===== src/rtl/lpdram_extreg_pkg.sv =====
package lpdram_extreg_pkg;

    typedef logic [2:0] area_t;

    localparam area_t AREA_FULL    = 3'd0;
    localparam area_t AREA_HALF    = 3'd1;
    localparam area_t AREA_QUARTER = 3'd2;

    typedef enum logic [1:0] {
        DRV_FULL    = 2'd0,
        DRV_HALF    = 2'd1,
        DRV_QUARTER = 2'd2,
        DRV_EIGHTH  = 2'd3
    } drive_e;

    typedef struct packed {
        area_t  area;
        drive_e drive;
    } xreg_t;

    localparam xreg_t XREG_DEFAULT = '{area: AREA_FULL, drive: DRV_HALF};

    typedef struct packed {
        logic nop;
        logic xwrite;
    } cmd_t;

    typedef struct packed {
        logic timing;
        logic state;
        logic rsvd_bits;
        logic rsvd_code;
    } err_t;

    localparam logic [1:0] XREG_BANK_SEL = 2'b10;

    function automatic logic area_reserved(area_t a);
        return a > AREA_QUARTER;
    endfunction

endpackage


===== src/rtl/lpdram_extreg_decode.sv =====
module lpdram_extreg_decode
    import lpdram_extreg_pkg::*;
#(
    parameter int ADDR_W = 13
) (
    input  logic              cs_n,
    input  logic              ras_n,
    input  logic              cas_n,
    input  logic              we_n,
    input  logic [1:0]        ba,
    input  logic [ADDR_W-1:0] addr,
    output cmd_t              cmd,
    output xreg_t             fields,
    output logic              rsvd_hit
);
    localparam logic [ADDR_W-1:0] USED_MASK = ADDR_W'(7'b110_0111);

    logic strobes_low;

    always_comb begin
        strobes_low  = !ras_n && !cas_n && !we_n;
        cmd.nop      = cs_n || (ras_n && cas_n && we_n);
        cmd.xwrite   = !cs_n && strobes_low && (ba == XREG_BANK_SEL);
        fields.area  = addr[2:0];
        fields.drive = drive_e'(addr[6:5]);
        rsvd_hit     = |(addr & ~USED_MASK);
    end
endmodule


===== src/rtl/lpdram_extreg_recov.sv =====
module lpdram_extreg_recov #(
    parameter int RECOV_CYCLES = 2
) (
    input  logic clk,
    input  logic rst,
    input  logic start,
    output logic busy
);
    localparam int CW = (RECOV_CYCLES > 2) ? $clog2(RECOV_CYCLES) : 1;
    localparam logic [CW-1:0] LOAD = CW'(RECOV_CYCLES - 1);

    logic [CW-1:0] cnt;

    always_ff @(posedge clk) begin
        if (rst) begin
            cnt <= '0;
        end else if (start) begin
            cnt <= LOAD;
        end else if (cnt != '0) begin
            cnt <= cnt - 1'b1;
        end
    end

    assign busy = (cnt != '0);
endmodule


===== src/rtl/lpdram_extreg_core.sv =====
module lpdram_extreg_core
    import lpdram_extreg_pkg::*;
(
    input  logic  clk,
    input  logic  rst,
    input  logic  cke,
    input  logic  all_idle,
    input  logic  busy,
    input  cmd_t  cmd,
    input  xreg_t fields,
    input  logic  rsvd_hit,
    output logic  accept,
    output xreg_t xreg,
    output err_t  err
);
    logic  cke_q;
    xreg_t xreg_n;
    err_t  err_n;

    always_comb begin
        xreg_n = xreg;
        err_n  = err;
        accept = 1'b0;
        if (cmd.xwrite && !busy) begin
            if (!(cke && cke_q) || !all_idle) begin
                err_n.state = 1'b1;
            end else if (rsvd_hit) begin
                err_n.rsvd_bits = 1'b1;
            end else begin
                accept = 1'b1;
                xreg_n = fields;
                if (area_reserved(fields.area)) begin
                    err_n.rsvd_code = 1'b1;
                end
            end
        end
        if (busy && !cmd.nop) begin
            err_n.timing = 1'b1;
        end
    end

    always_ff @(posedge clk) begin
        if (rst) begin
            cke_q <= 1'b0;
            xreg  <= XREG_DEFAULT;
            err   <= '0;
        end else begin
            cke_q <= cke;
            xreg  <= xreg_n;
            err   <= err_n;
        end
    end
endmodule


===== src/rtl/lpdram_extreg.sv =====
module lpdram_extreg
    import lpdram_extreg_pkg::*;
#(
    parameter int ADDR_W       = 13,
    parameter int NUM_BANKS    = 4,
    parameter int RECOV_CYCLES = 2
) (
    input  logic                 clk,
    input  logic                 rst,
    input  logic                 cke,
    input  logic                 cs_n,
    input  logic                 ras_n,
    input  logic                 cas_n,
    input  logic                 we_n,
    input  logic [1:0]           ba,
    input  logic [ADDR_W-1:0]    addr,
    input  logic [NUM_BANKS-1:0] bank_idle,
    output logic [2:0]           refresh_area,
    output logic [1:0]           drive_strength,
    output logic                 busy,
    output logic                 err_timing,
    output logic                 err_state,
    output logic                 err_rsvd_bits,
    output logic                 err_rsvd_code
);
    cmd_t  cmd;
    xreg_t fields;
    xreg_t xreg;
    err_t  err;
    logic  rsvd_hit;
    logic  accept;

    lpdram_extreg_decode #(.ADDR_W(ADDR_W)) u_decode (
        .cs_n     (cs_n),
        .ras_n    (ras_n),
        .cas_n    (cas_n),
        .we_n     (we_n),
        .ba       (ba),
        .addr     (addr),
        .cmd      (cmd),
        .fields   (fields),
        .rsvd_hit (rsvd_hit)
    );

    lpdram_extreg_core u_core (
        .clk      (clk),
        .rst      (rst),
        .cke      (cke),
        .all_idle (&bank_idle),
        .busy     (busy),
        .cmd      (cmd),
        .fields   (fields),
        .rsvd_hit (rsvd_hit),
        .accept   (accept),
        .xreg     (xreg),
        .err      (err)
    );

    lpdram_extreg_recov #(.RECOV_CYCLES(RECOV_CYCLES)) u_recov (
        .clk   (clk),
        .rst   (rst),
        .start (accept),
        .busy  (busy)
    );

    assign refresh_area   = xreg.area;
    assign drive_strength = xreg.drive;
    assign err_timing     = err.timing;
    assign err_state      = err.state;
    assign err_rsvd_bits  = err.rsvd_bits;
    assign err_rsvd_code  = err.rsvd_code;
endmodule


===== config.mk =====
export PLATFORM = sky130hd
export DESIGN_NAME = lpdram_extreg
export DESIGN_NICKNAME = d
export VERILOG_FILES = /design/src/rtl/lpdram_extreg_pkg.sv /design/src/rtl/lpdram_extreg_decode.sv /design/src/rtl/lpdram_extreg_recov.sv /design/src/rtl/lpdram_extreg_core.sv /design/src/rtl/lpdram_extreg.sv
export SDC_FILE = /design/constraint.sdc
export NUM_CORES = 1
export LEC_CHECK = 0
export BUFFER_PORTS_ARGS = -buffer_cell sky130_fd_sc_hd__buf_2
export CAP_MARGIN = 20
export CORE_UTILIZATION = 30
export CTS_BUF_LIST = sky130_fd_sc_hd__clkbuf_8
export CTS_CLUSTER_SIZE = 12
export DETAILED_ROUTE_END_ITERATION = 10
export HOLD_SLACK_MARGIN = 0.1
export PLACE_DENSITY_LB_ADDON = 0.15
export SYNTH_ARGS = -nofsm -noshare
export SYNTH_HDL_FRONTEND = slang
export SYNTH_SLANG_ARGS = --single-unit

===== constraint.sdc =====
create_clock -name clk -period 1.8 [get_ports clk]
set_input_delay 0.27 -clock clk [delete_from_list [all_inputs] [get_ports clk]]
set_output_delay 0.27 -clock clk [all_outputs]
set_load 0.02 [all_outputs]

Word level (Yosys, flattened, before mapping)

Index checks and enable logic that the tools add are counted.

Add/sub/neg operators: 1
$lt $le $gt $ge: 1
Equal/unequal tests: 1
Multiplexer cells: 5
Bitwise logic cells: 2
Reduce and logical (&&, ||, !) cells: 25

Operator list:

| cell                                                                  | number |
|---|---|
| 1-bit logical AND                                                     | 9 |
| 1-bit zero test                                                       | 8 |
| 4-bit AND reduction                                                   | 2 |
| 8-bit OR reduction                                                    | 1 |
| 3-bit AND reduction                                                   | 2 |
| 1-bit 2-to-1 mux                                                      | 5 |
| 3-bit by 2-bit > comparator with 1-bit output (second input constant) | 1 |
| 2-bit == test (second input constant)                                 | 1 |
| 1-bit logical OR                                                      | 2 |
| 1-bit NOT                                                             | 2 |
| 2-bit AND reduction                                                   | 1 |
| 1-bit subtractor (second input constant)                              | 1 |

Register bits: 11
Input bits: 26
Output and inout port bits: 10
Word-level logic and storage cells: 43

Depth between registers and ports, before layout

Depth after elaboration: 8
Depth in mapped cells: 5
Depth with buffers taken out: 4

Hierarchy

A second synthesis with hierarchy kept.

Cells, all modules: 57
Area total of the unflattened synthesis: 528.0 µm²

By module, submodules not included:

| module               | times used | cells an instance | area an instance (µm²) |
|---|---|---|---|
| lpdram_extreg_core   | 1          | 43                | 402.9 |
| lpdram_extreg_decode | 1          | 11                | 82.6 |
| lpdram_extreg_recov  | 1          | 2                 | 33.8 |
| lpdram_extreg        | 1          | 1                 | 8.8 |

Worst setup path before layout

No wires, ideal clock.

Kind: register to register
Start point: register u_recov.cnt (netlist: u_recov.busy)
End point: register, netlist name u_core.xreg[0]
Setup time: 72 ps
Arrival: 1244 ps
Data required time: 1728 ps
Setup slack: 485 ps
Cell stages (with the launch flop): 6
Buffers on the path: 1
Period minus slack after synthesis: 1315 ps
Cells stage by stage: dfxtp_1 > nor4b_2 > and4bb_1 > and2b_1 > buf_6 > mux2i_1

Word-level cells in the longest chain between the ends: 3

RTL lines:

| element                       | line                      | text |
|---|---|---|
| start, declared               | lpdram_extreg_recov.sv:12 | `logic [CW-1:0] cnt;` |
| start signal, assigned        | lpdram_extreg_recov.sv:20 | `cnt <= cnt - 1'b1;` |
| 1-bit zero test               | lpdram_extreg_core.sv:24  | `if (cmd.xwrite && !busy) begin` |
| 1-bit logical AND             | lpdram_extreg_core.sv:24  |  |
| 3-bit AND reduction (no line) | --                        |  |

No other way between the ends.
A chain may end at the register's enable or synchronous reset.

Worst setup path after layout

Start point: register u_recov.cnt (netlist: u_recov.busy)
End point: register, netlist name u_core.xreg[0]

Word-level cells in the longest chain between the ends: 3

RTL lines:

| element                       | line |
|---|---|
| 1-bit zero test               | lpdram_extreg_core.sv:24 |
| 1-bit logical AND             | lpdram_extreg_core.sv:24 |
| 3-bit AND reduction (no line) | -- |

No other way between the ends.

==> flow_summary.json <==
{
  "synthCells": 52,
  "synth_area_leaders": "dfxtp_1 (47%), mux2i_1 (11%), nand2_1 (8.0%)",
  "power_w": 0.000528,
  "grt_start_max_net_pins": 11,
  "cts_htree_levels": 1,
  "max_cap_viol_count": 0,
  "worst_pin_slew_ps": 328,
  "wl_microns": 1060,
  "placement.io_buffers": 35,
  "ys_async_sr_fraction_pct": 0,
  "grt_pass1_wl_microns": 1840,
  "clk_latency_ps": 230,
  "place_area_sq_um": 646,
  "core_sq_um": 1370,
  "regArea_sq_um": 220,
  "arrival_ps": 1590,
  "drive_gt1_share_pct": 43.8,
  "syn_area_per_cell_sq_um": 8.97,
  "hp-class": "in -> reg",
  "cp-start-kind": "flip-flop",
  "r2r_slack_ps": 370,
  "die_height_microns": 41.4,
  "final.min_clock_period_ps": 1430,
  "syn-cell-area_sq_um": 467,
  "placed_cells": 100,
  "rsz0062_at_grt": "no",
  "slew_viol_final": 0,
  "cts_resized": 0,
  "power_density_nw_per_um2": 765,
  "rr_endpoint": "u_core.xreg[0]",
  "grt_pass1_vias": 471,
  "synth_edf_count": 0,
  "firstDrtPassIters": 2,
  "setup.worst_path.end": "u_core.xreg[0]",
  "cts_buffer_depth": 2,
  "whs_ps": 264,
  "synthFlopType": "dfxtp_1",
  "diodes": 0,
  "met3_usage_pct": 5.22,
  "globalplace.congestion": 0.718,
  "setup_violations": 0,
  "fmax_mhz": 699,
  "busiest_layer": "met2",
  "grt_use_total_pct": 14.1,
  "ys_top_cells_by_count": "dfxtp_1 (11), nand2_1 (10), mux2i_1 (5), nor2_1 (5), a21oi_1 (3)",
  "peakVddDrop_mv": 0.327,
  "worstSetupEndpointType": "flip-flop",
  "crit_type": "reg -> reg",
  "antenna_found_initial": 0,
  "cts_tree": "built",
  "dp_hpwl_microns": 846,
  "yosysMostFrequentCell": "dfxtp_1",
  "final_design_area_no_fill_sq_um": 691,
  "clkTransAtPathRegs_ps": 50,
  "dieArea_sq_um": 1720,
  "power.leakage_nw": 0.338,
  "synth_nets": 78,
  "drc": 0,
  "seq_area_frac_synth_pct": 47.2,
  "finalHoldViolCount": 0,
  "yosysWarnings": 0,
  "setup_tns_ps": 0,
  "drt_iter0_drc": 5,
  "cts_buffers": 3,
  "row_count": 13,
  "cp.required_ps": 1960,
  "slew_headroom_pct": 78.1,
  "reg2regPathDepth": 4,
  "finClkSkew_ps": 1.29,
  "fin_nets": 116,
  "stdcell_count": 104,
  "post-route-period-util_pct": 79.5,
  "multi_input_area_sq_um": 220,
  "avgRoutedWirePerCell_microns": 10.2,
  "clock-root-buffer": "clkbuf_8",
  "worstPathMaxFanout": 7,
  "grtUsageMet1_pct": 14.3,
  "ant_nets": 0,
  "top_level_ports": 36,
  "netlist.area_leader.share_pct": 47.2,
  "synth_area_leader_cell": "dfxtp_1",
  "worstReg2RegStart": "u_recov.busy",
  "vias": 477,
  "n_fill_cell": 148,
  "cts_setup_buffers": 0,
  "hold_buffers": 0,
  "status": "finished clean",
  "syn_to_final_growth_pct": 48.0,
  "overflow": 0,
  "start_util_pct": 34.2,
  "cts_sinks": 11,
  "synth_cell_types": 21,
  "vias_per_cell": 4.59,
  "crit_path_start": "u_recov.busy",
  "die_x_microns": 41.4,
  "ys_seq_elements": 11,
  "grtUsageMet2_pct": 23.8
}
state kept, by name, summed over array words and instances (netlist names):
name and cells:
u_core.xreg 5, u_recov.busy 1, u_core.err 4, u_core.cke_q 1
power by group:
| part | switching, W | internal (W) | total, W |
|---|---|---|---|
| Clock | 0.0000875 | 0.000149 | 0.000237 |
| Sequential | 0.000000370 | 0.000245 | 0.000246 |
| Combinational | 0.0000204 | 0.0000255 | 0.0000458 |
critical path: stages (launching register included):
cell and delay (ps):
dfxtp_1 320, nor4b_2 240, and4bb_1 250, and2b_1 330, mux2i_1 210
layer usage:
| layer | vias to the layer above | share of wire (%) |
|---|---|---|
| li1 | 251 | - |
| met1 | 203 | 43 |
| met2 | 19 | 48 |
| met3 | 4 | 6.7 |
| met4 | 0 | 2.0 |
| met5 | - | 0 |
area by class of cell:
| cell class | count | area share (%) |
|---|---|---|
| inverter | 3 | 1.63 |
| tap | 15 | 2.72 |
| timing repair buffer | 35 | 25.4 |
| multi-input combinational | 36 | 31.9 |
| clock buffer | 3 | 5.98 |
| clock inverter | 1 | 0.543 |
| sequential | 11 | 31.9 |
metrics by stage:
step           utilization, %  worst slack, ps
2_1_floorplan               -              485
3_5_place_dp             47.3              261
4_1_cts                  50.5              351
3_3_place_gp             47.3              273
6_report                 50.5              369
5_1_grt                  50.5              229
cell families (layout without fill, tap and decap cells):
group                  after synthesis  count (layout)  synth area share, %
muxes                                5               5                 10.7
DFF                                 11              11                 47.2
and+or+nand+nor                     25              25                 28.4
buffers and inverters                5              42                 5.63
AOI/OAI and AO/OA                    6               6                 8.04
cell usage in the layout, fill, tap and decap left out:
master and count:
nand4_1 1, and2b_1 1, nand2_1 10, mux2i_1 5, nor2b_1 1, inv_1 3, clkbuf_8 3, and2_1 1
o211ai_1 1, buf_2 35, dfxtp_1 11, clkinv_1 1, nor3_1 1, nor2_1 5, a22o_1 1, nand3_1 1
nor4_1 2, a31oi_1 1, nor4b_2 1, and4bb_1 1, a21oi_1 3
how the worst min path moves through the flow:
stage,startpoint,end,slack (ps),depth (start not counted)
3_5_place_dp,u_core.err[2],u_core.err[2],440,2
5_1_grt,cke,u_core.cke_q,270,2
2_1_floorplan,cke,u_core.cke_q,400,1
3_3_place_gp,u_core.err[2],u_core.err[2],430,2
6_report,cke,u_core.cke_q,260,2
4_1_cts,cke,u_core.cke_q,260,2
Power figures use the tool's default switching activity.
